===== src/rtl/hpt_pkg.sv =====
package hpt_pkg;

  // a bucket always holds four consecutive table entries
  localparam int unsigned BUCKET_WAYS = 4;
  localparam int unsigned WAY_W       = $clog2(BUCKET_WAYS);
  localparam int unsigned PROBE_W     = WAY_W + 1;

  typedef enum logic [1:0] {
    ST_IDLE  = 2'd0,
    ST_ISSUE = 2'd1,
    ST_WAIT  = 2'd2
  } walk_state_e;

endpackage


===== src/rtl/hpt_hash.sv =====
// Bucket selection and address generation for one probe.
module hpt_hash
  import hpt_pkg::*;
#(
  parameter int unsigned VPN_W  = 20,
  parameter int unsigned NBKT   = 64,
  parameter int unsigned ADDR_W = 12
) (
  input  logic [VPN_W-1:0]            vpn,
  input  logic [ADDR_W-1:0]           base,
  input  logic [WAY_W-1:0]            way,
  output logic [$clog2(NBKT)-1:0]     bkt,
  output logic [$clog2(NBKT)+WAY_W-1:0] idx,
  output logic [$clog2(NBKT)-1:0]     ppn,
  output logic [ADDR_W-1:0]           addr
);
  localparam int unsigned BKT_W = $clog2(NBKT);
  localparam int unsigned IDX_W = BKT_W + WAY_W;
  localparam int unsigned HALF  = VPN_W / 2;

  // fold the page number: upper half xor lower half, masked to the bucket count
  function automatic logic [BKT_W-1:0] fold_vpn(input logic [VPN_W-1:0] v);
    logic [HALF-1:0] x;
    x = v[VPN_W-1:VPN_W-HALF] ^ v[HALF-1:0];
    return x[BKT_W-1:0];
  endfunction

  // global entry index of a probe
  function automatic logic [IDX_W-1:0] entry_index(input logic [BKT_W-1:0] b,
                                                   input logic [WAY_W-1:0] w);
    return {b, w};
  endfunction

  // physical page number of an entry: index divided by the bucket size
  function automatic logic [BKT_W-1:0] page_of(input logic [IDX_W-1:0] i);
    return i[IDX_W-1:WAY_W];
  endfunction

  always_comb begin
    bkt  = fold_vpn(vpn);
    idx  = entry_index(bkt, way);
    ppn  = page_of(idx);
    addr = base + ADDR_W'(idx);
  end

endmodule


===== src/rtl/hpt_match.sv =====
// Decodes one table entry and compares its tag with the page being resolved.
module hpt_match #(
  parameter int unsigned VPN_W  = 20,
  parameter int unsigned PROT_W = 3
) (
  input  logic [VPN_W+PROT_W:0] entry,
  input  logic [VPN_W-1:0]      vpn,
  output logic                  ent_valid,
  output logic [PROT_W-1:0]     ent_prot,
  output logic                  hit
);
  localparam int unsigned ENT_W = 1 + VPN_W + PROT_W;

  function automatic logic valid_of(input logic [ENT_W-1:0] e);
    return e[ENT_W-1];
  endfunction

  function automatic logic [VPN_W-1:0] tag_of(input logic [ENT_W-1:0] e);
    return e[ENT_W-2:PROT_W];
  endfunction

  function automatic logic [PROT_W-1:0] prot_of(input logic [ENT_W-1:0] e);
    return e[PROT_W-1:0];
  endfunction

  always_comb begin
    ent_valid = valid_of(entry);
    ent_prot  = prot_of(entry);
    hit       = ent_valid && (tag_of(entry) == vpn);
  end

endmodule


===== src/rtl/hpt_ctrl.sv =====
// Walk sequencer: accepts a request, issues up to four reads, forms the answer.
module hpt_ctrl
  import hpt_pkg::*;
#(
  parameter int unsigned VPN_W  = 20,
  parameter int unsigned PROT_W = 3,
  parameter int unsigned PPN_W  = 6,
  parameter int unsigned ADDR_W = 12
) (
  input  logic               clk,
  input  logic               rst_n,
  input  logic               req_valid,
  input  logic [VPN_W-1:0]   req_vpn,
  input  logic [ADDR_W-1:0]  req_base,
  input  logic               mem_req_ready,
  input  logic               mem_rsp_valid,
  input  logic               hit,
  input  logic [PPN_W-1:0]   hit_ppn,
  input  logic [PROT_W-1:0]  hit_prot,
  output logic               req_ready,
  output logic               mem_req_valid,
  output logic [VPN_W-1:0]   vpn_q,
  output logic [ADDR_W-1:0]  base_q,
  output logic [WAY_W-1:0]   way_q,
  output logic               ev_accept,
  output logic               ev_probe_fire,
  output logic               ev_probe_done,
  output logic               ev_last_way,
  output logic               rsp_valid,
  output logic               rsp_fault,
  output logic [PPN_W-1:0]   rsp_ppn,
  output logic [PROT_W-1:0]  rsp_prot,
  output logic [PROBE_W-1:0] rsp_probes
);
  walk_state_e state_q;

  function automatic logic [PROBE_W-1:0] probes_used(input logic [WAY_W-1:0] w);
    return PROBE_W'(w) + PROBE_W'(1);
  endfunction

  always_comb begin
    req_ready     = (state_q == ST_IDLE);
    mem_req_valid = (state_q == ST_ISSUE);
    ev_accept     = req_valid && req_ready;
    ev_probe_fire = mem_req_valid && mem_req_ready;
    ev_probe_done = (state_q == ST_WAIT) && mem_rsp_valid;
    ev_last_way   = (way_q == WAY_W'(BUCKET_WAYS - 1));
  end

  always_ff @(posedge clk) begin
    if (!rst_n) begin
      state_q    <= ST_IDLE;
      vpn_q      <= '0;
      base_q     <= '0;
      way_q      <= '0;
      rsp_valid  <= 1'b0;
      rsp_fault  <= 1'b0;
      rsp_ppn    <= '0;
      rsp_prot   <= '0;
      rsp_probes <= '0;
    end else begin
      rsp_valid <= 1'b0;
      unique case (state_q)
        ST_IDLE: begin
          if (ev_accept) begin
            vpn_q   <= req_vpn;
            base_q  <= req_base;
            way_q   <= '0;
            state_q <= ST_ISSUE;
          end
        end
        ST_ISSUE: begin
          if (ev_probe_fire) state_q <= ST_WAIT;
        end
        ST_WAIT: begin
          if (ev_probe_done) begin
            if (hit || ev_last_way) begin
              rsp_valid  <= 1'b1;
              rsp_fault  <= !hit;
              rsp_ppn    <= hit ? hit_ppn : '0;
              rsp_prot   <= hit ? hit_prot : '0;
              rsp_probes <= probes_used(way_q);
              state_q    <= ST_IDLE;
            end else begin
              way_q   <= way_q + WAY_W'(1);
              state_q <= ST_ISSUE;
            end
          end
        end
        default: state_q <= ST_IDLE;
      endcase
    end
  end

endmodule


===== src/rtl/hpt_walker.sv =====
module hpt_walker
  import hpt_pkg::*;
#(
  parameter int unsigned VPN_W  = 20,
  parameter int unsigned PROT_W = 3,
  parameter int unsigned NBKT   = 64,
  parameter int unsigned ADDR_W = 12,
  localparam int unsigned BKT_W = $clog2(NBKT),
  localparam int unsigned PPN_W = BKT_W,
  localparam int unsigned IDX_W = BKT_W + WAY_W,
  localparam int unsigned ENT_W = 1 + VPN_W + PROT_W
) (
  input  logic               clk,
  input  logic               rst_n,
  input  logic               req_valid,
  output logic               req_ready,
  input  logic [VPN_W-1:0]   req_vpn,
  input  logic [ADDR_W-1:0]  req_base,
  output logic               mem_req_valid,
  input  logic               mem_req_ready,
  output logic [ADDR_W-1:0]  mem_req_addr,
  input  logic               mem_rsp_valid,
  input  logic [ENT_W-1:0]   mem_rsp_data,
  output logic               rsp_valid,
  output logic               rsp_fault,
  output logic [PPN_W-1:0]   rsp_ppn,
  output logic [PROT_W-1:0]  rsp_prot,
  output logic [PROBE_W-1:0] rsp_probes
);
  // internal events, named for the checker
  logic [VPN_W-1:0]  vpn_q;
  logic [ADDR_W-1:0] base_q;
  logic [WAY_W-1:0]  way_q;
  logic              ev_accept;
  logic              ev_probe_fire;
  logic              ev_probe_done;
  logic              ev_last_way;
  logic [BKT_W-1:0]  cur_bkt;
  logic [IDX_W-1:0]  cur_idx;
  logic [PPN_W-1:0]  cur_ppn;
  logic              ent_valid;
  logic [PROT_W-1:0] ent_prot;
  logic              ent_hit;

  hpt_hash #(
    .VPN_W (VPN_W),
    .NBKT  (NBKT),
    .ADDR_W(ADDR_W)
  ) u_hash (
    .vpn (vpn_q),
    .base(base_q),
    .way (way_q),
    .bkt (cur_bkt),
    .idx (cur_idx),
    .ppn (cur_ppn),
    .addr(mem_req_addr)
  );

  hpt_match #(
    .VPN_W (VPN_W),
    .PROT_W(PROT_W)
  ) u_match (
    .entry    (mem_rsp_data),
    .vpn      (vpn_q),
    .ent_valid(ent_valid),
    .ent_prot (ent_prot),
    .hit      (ent_hit)
  );

  hpt_ctrl #(
    .VPN_W (VPN_W),
    .PROT_W(PROT_W),
    .PPN_W (PPN_W),
    .ADDR_W(ADDR_W)
  ) u_ctrl (
    .clk          (clk),
    .rst_n        (rst_n),
    .req_valid    (req_valid),
    .req_vpn      (req_vpn),
    .req_base     (req_base),
    .mem_req_ready(mem_req_ready),
    .mem_rsp_valid(mem_rsp_valid),
    .hit          (ent_hit),
    .hit_ppn      (cur_ppn),
    .hit_prot     (ent_prot),
    .req_ready    (req_ready),
    .mem_req_valid(mem_req_valid),
    .vpn_q        (vpn_q),
    .base_q       (base_q),
    .way_q        (way_q),
    .ev_accept    (ev_accept),
    .ev_probe_fire(ev_probe_fire),
    .ev_probe_done(ev_probe_done),
    .ev_last_way  (ev_last_way),
    .rsp_valid    (rsp_valid),
    .rsp_fault    (rsp_fault),
    .rsp_ppn      (rsp_ppn),
    .rsp_prot     (rsp_prot),
    .rsp_probes   (rsp_probes)
  );

endmodule


===== config.mk =====
export PLATFORM = sky130hd
export DESIGN_NAME = hpt_walker
export DESIGN_NICKNAME = d
export VERILOG_FILES = /design/src/rtl/hpt_pkg.sv /design/src/rtl/hpt_hash.sv /design/src/rtl/hpt_match.sv /design/src/rtl/hpt_ctrl.sv /design/src/rtl/hpt_walker.sv
export SDC_FILE = /design/constraint.sdc
export NUM_CORES = 1
export LEC_CHECK = 0
export BUFFER_PORTS_ARGS = -buffer_cell sky130_fd_sc_hd__buf_2
export CAP_MARGIN = 20
export CORE_MARGIN = 2
export CORE_UTILIZATION = 53
export CTS_CLUSTER_SIZE = 25
export DETAILED_ROUTE_END_ITERATION = 7
export PLACE_DENSITY = 0.84
export SLEW_MARGIN = 20
export SYNTH_ARGS = -nofsm -noshare
export SYNTH_HDL_FRONTEND = slang
export SYNTH_SLANG_ARGS = --single-unit

===== constraint.sdc =====
create_clock -name clk -period 4.08 [get_ports clk]
set_input_delay 0.612 -clock clk [delete_from_list [all_inputs] [get_ports clk]]
set_output_delay 0.612 -clock clk [all_outputs]
set_load 0.02 [all_outputs]

Yosys cells after proc, flatten, opt, wreduce, memory -nomap -nowiden:

Cells that the tools add are included.

* bits in registers: 50
* input bits: 61
* logic and storage cells: 46

* add/sub/neg operators: 3
* equal/unequal tests: 8
* multiplexer cells: 12
* bitwise logic cells: 1
* reductions and logical operators: 13

Operator list (count)
* $eq A20 B20 Y1: 1
* $add A12 B8 Y12: 1
* $mux W2: 6
* $reduce_and A3 Y1: 3
* $mux W6: 1
* $pmux W2 S3: 1
* $xor A6 B6 Y6: 1
* $eq A2 B2 Y1 const B: 2
* $logic_and A1 B1 Y1: 4
* $ne A2 B1 Y1 const B: 2
* $ne A2 B2 Y1 const B: 2
* $pmux W2 S2: 1
* $reduce_and A4 Y1: 1
* $add A2 B1 Y3 const B: 1
* $mux W3: 1
* $add A2 B1 Y2 const B: 1
* $eq A2 B1 Y1 const B: 1
* $logic_not A2 Y1: 1
* $mux W1: 2
* $reduce_and A2 Y1: 1
* $reduce_bool A2 Y1: 1
* $logic_not A1 Y1: 1
* $logic_or A1 B1 Y1: 1

Logic depth before layout (Yosys ltp):

* depth in word-level cells: 6
* depth in mapped cells: 8
* depth with buffers taken out: 8

Cells and area by module:

A second synthesis with hierarchy kept.

* cell total of the unflattened synthesis: 329
* area total of the unflattened synthesis: 2909.0 µm²

Modules (own cells, without submodules)
* hpt_ctrl: times used 1, cells each 210, area an instance 1994.4 µm²
* hpt_hash: times used 1, cells each 88, area an instance 660.6 µm²
* hpt_match: times used 1, cells each 31, area an instance 254.0 µm²

Worst setup path after synthesis:

No wires, ideal clock.

* path kind: register -> output
* start: register u_ctrl.way_q[0]
* end: output port mem_req_addr[10]
* arrival: 2.220 ns
* setup slack: 1.248 ns
* stages on the path, launching flop included: 9
* cells stage by stage: dfxtp_1 ha_1 fa_1 a21o_1 a211oi_1 nor2_1 o41ai_1 nor2_1 xor2_1

* word-level cells in the longest chain between the ends: 1

Ends and longest elaborated chain
* from (decl): RTL line hpt_ctrl.sv:24 `output logic [WAY_W-1:0] way_q,`
* from (signal assigned): RTL line hpt_ctrl.sv:85 `way_q <= way_q + WAY_W'(1);`
* $add A12 B8 Y12: RTL line hpt_hash.sv:43 `addr = base + ADDR_W'(idx);`
* to (decl): RTL line hpt_walker.sv:21 `output logic [ADDR_W-1:0] mem_req_addr,`

Every way passes these cells.

Final worst setup path:

Same ends and word-level chain as after synthesis.

==> summary.md <==
| Metric | Value |
|---|---|
| Crit path time final | `3.302 ns` |
| Max H-tree Level | `2` |
| Setup TNS | `0 ns` |
| Vias in the first global route | `about 2100` |
| Post-synthesis sequential area ratio | `0.4010` |
| Reg-to-reg slack, setup | `1.81 ns` |
| Worst relative slew slack | `0.3250` |
| Hold path start | `u_ctrl.rsp_probes[1]` |
| FILL cells | `approximately 400` |
| Status | `completed` |
| Hold path depth | `2` |
| Net switching power | `315.1 uW` |
| Lkg Pwr | `0.001415 uW` |
| DR iter-0 viols | `108` |
| First-pass GRT wire length | `9280 um` |
| Internal power | `738.1 uW` |
| RR Startpoint | `u_ctrl.vpn_q[13]` |
| Clock network power share | `0.283` |
| Via count | `around 2300` |
| CTS buffer count | `5` |
| Fin cells | `426` |
| Area share of the largest cell type after synthesis | `0.4010` |
| Hold Path Sink | `u_ctrl.rsp_probes[1]` |
| Synth Area per Inst | `about 8.5 um2` |
| Critical path class | `reg2out` |
| FF/Latch Area | `1001 um2` |
| R2R Path End | `u_ctrl.rsp_ppn[5]` |
| Die X | `72.63 um` |
| Area of the mapped netlist | `2496 um2` |
| IO Port Bufs | `between 80 and 90` |
| Ys flop type | `dfxtp_1` |
| Total power | `roughly 1100 uW` |
| Total GRT Usage | `0.2251` |
| DRT Pass-1 Iters | `4` |
| YS warnings | `0` |
| Reg clk slew, reported paths | `0.08 ns` |
| Pin count of the biggest net entering global routing | `35` |
| WP data arrival | `2.69 ns` |
| Antenna violations before repair | `0` |
| Post-DP Area | `around 2900 um2` |
| Crit path launch type | `flip-flop` |
| Met3 WL | `448 um` |
| Worst setup EP type | `primary output` |
| Final wirelength | `5692 um` |
| Post-synth EDFFs | `0` |
| Post-synth ARST share | `0` |
| Mapped Cells | `around 290` |
| Hold bufs inserted after CTS | `0` |
| Site row count | `24` |
| Final setup viols | `0` |
| Sequential Power Share | `0.505` |
| Nets | `444` |
| Tcrit/Tclk final | `0.8094` |
| Gate power share | `0.212` |
| Proportion of layout cells with a drive suffix above 1 | `0.2727` |
| Initial core utilization | `0.5617` |
| Final-report hold violation count | `0` |
| PD cells | `around 350 nW/um2` |
| Synth-to-layout area growth | `19.85%` |
| IO Pins | `89` |
| Finished Cell Area | `2992 um2` |
| Routed len/inst | `13.36 um` |
| CTS root buf | `clkbuf_8` |
| Die area | `5274 um2` |
| Register bit total from synthesis | `50` |
| Post-CTS Resized | `0` |
| CTS sink cnt | `50` |
| GRT overflow | `0` |
| Worst hold path type | `reg2reg` |
| M1 wire length | `2528 um` |
| Maximum VDD drop | `247.2 uV` |
| Reg2reg path depth | `6` |
| Later-pin clock latency in the skew report | `0.30 ns` |
| Sw Share | `0.2992` |
| Longest Clk Path Bufs | `2` |
| Placed cell count | `~420` |
| Req. time, crit path | `between 3 and 4 ns` |
| ANT nets after route | `0` |
| Syn_nets | `365` |
| RSZ-0062 raised after global routing | `false` |
| TritonCTS clock tree | `built` |
| GP Congestion | `0.8549` |
| Post-CTS Setup Bufs | `0` |
| Synth top area cells | `dfxtp_1 40%, nand2_1 11%, xor2_1 8.1%` |
| Die Y | `about 73 um` |
| Antenna cell count | `0` |
| Max layer used | `met4` |
| DRC | `0` |
| Vias per inst | `5.338` |
| Slew Limit Fails | `0` |
| Clock Skews | `around 0.0047 ns` |
| Post-synth top area cell | `dfxtp_1` |
| FMAX | `approximately 300 MHz` |
| CP max FO | `5` |
| Number of distinct library cells after synthesis | `43` |
| Met2 wire length | `2648 um` |
| Max Cap Violations | `0` |
| Placeable Area | `4444 um2` |
| Worst slew pin tran | `1.006 ns` |
| Area of the multi-input gates | `1368 um2` |
| Post-DP HPWL | `4224 um` |
==> sequential cells by signal, summed over array words and instances (netlist names) <==
signal	count
u_ctrl.way_q	2
u_ctrl.rsp_prot	3
u_ctrl.base_q	12
u_ctrl.rsp_valid	1
u_ctrl.rsp_fault	1
u_ctrl.state_q	2
u_ctrl.vpn_q	20
u_ctrl.rsp_probes	3
u_ctrl.rsp_ppn	6
==> Yosys cell counts, types with 2 or more instances <==
cell / count
nor2_1: 14
clkbuf_1: 10
mux2i_1: 3
inv_1: 6
ha_1: 9
o21ai_0: 5
o21a_1: 2
xnor2_1: 10
a32o_1: 9
nand2_1: 73
nand3_1: 2
buf_6: 4
a21oi_1: 38
nor3_1: 4
dfxtp_1: 50
xor2_1: 23
o211ai_1: 2
o2111ai_1: 2
and2_1: 2
nor2b_1: 2
nor4_1: 2
==> how the worst max path moves through the flow <==
stage	to	start
global placement	mem_req_addr[10]	u_ctrl.way_q[0]
finish	mem_req_addr[10]	u_ctrl.way_q[0]
floorplan	mem_req_addr[10]	u_ctrl.way_q[0]
detailed placement	mem_req_addr[10]	u_ctrl.way_q[0]
global route	mem_req_addr[10]	u_ctrl.way_q[0]
CTS	mem_req_addr[10]	u_ctrl.way_q[0]
==> worst max-delay path, stage by stage (launching register included) <==
cell	delay (ns)
dfxtp_1	0.35
ha_1	0.22
fa_1	0.41
a21o_1	0.19
a211oi_1	0.25
nor2_1	0.10
o41ai_1	0.43
nor2_1	0.12
xor2_1	0.14
buf_2	0.18
==> cells in the final DEF (no fill, tap or decap), types with 2 or more instances in the layout <==
| cell | instances |
|---|---|
| a32o_1 | 9 |
| o211ai_1 | 2 |
| dfxtp_1 | 50 |
| inv_1 | 6 |
| nand3_1 | 2 |
| buf_2 | 88 |
| nand2_1 | 72 |
| o2111ai_1 | 2 |
| nor3_1 | 4 |
| ha_1 | 9 |
| xnor2_1 | 10 |
| o21ai_0 | 5 |
| nor4_1 | 2 |
| clkbuf_8 | 6 |
| o21a_1 | 2 |
| nor2b_1 | 2 |
| mux2i_1 | 3 |
| nor2_1 | 14 |
| xor2_1 | 23 |
| a21oi_1 | 38 |
==> routing by layer <==
metal,up-vias,GRT usage
met5,-,0
met4,0,0.06173
met3,8,0.04972
met2,92,0.3707
met1,1014,0.2979
li1,1160,-
==> power by group through the flow <==
stage                     clock (uW)  sequential, uW  combinational (uW)
after floorplan                    0             537                 156
after global placement             0             542                 218
after detailed placement           0             544                 222
after CTS                        304             532                 222
after global routing             323             536                 247
final                            298             532                 223
==> cells by family after synthesis <==
kind of cell | after synthesis | share of synthesized area
xor+xnor | 33 | 0.1158
buf+inv | 23 | 0.05263
mux | 3 | 0.01203
simple gates | 106 | 0.1805
compound gates | 69 | 0.1850
fa+ha+maj | 10 | 0.05313
flops | 50 | 0.4010
==> per-stage QoR <==
stage          utilization  hold slack, ns  setup slack (ns)
3_5_place_dp        0.6517          0.4510             1.126
3_3_place_gp        0.6517          0.4464             1.149
6_report            0.6731          0.4624            0.7777
2_1_floorplan            -          0.4406             1.248
5_1_grt             0.6731          0.4841            0.6270
4_1_cts             0.6723          0.4676            0.7867
==> layout make-up <==
class                           count  share of cell area
Clock inverter                      1            0.001673
Clock buffer                        7             0.02886
Tap cell                           52             0.02175
Multi-Input combinational cell    221              0.4571
Sequential cell                    50              0.3346
Timing Repair Buffer               88              0.1472
Inverter                            7            0.008783
(Power assumes the default switching activity.)
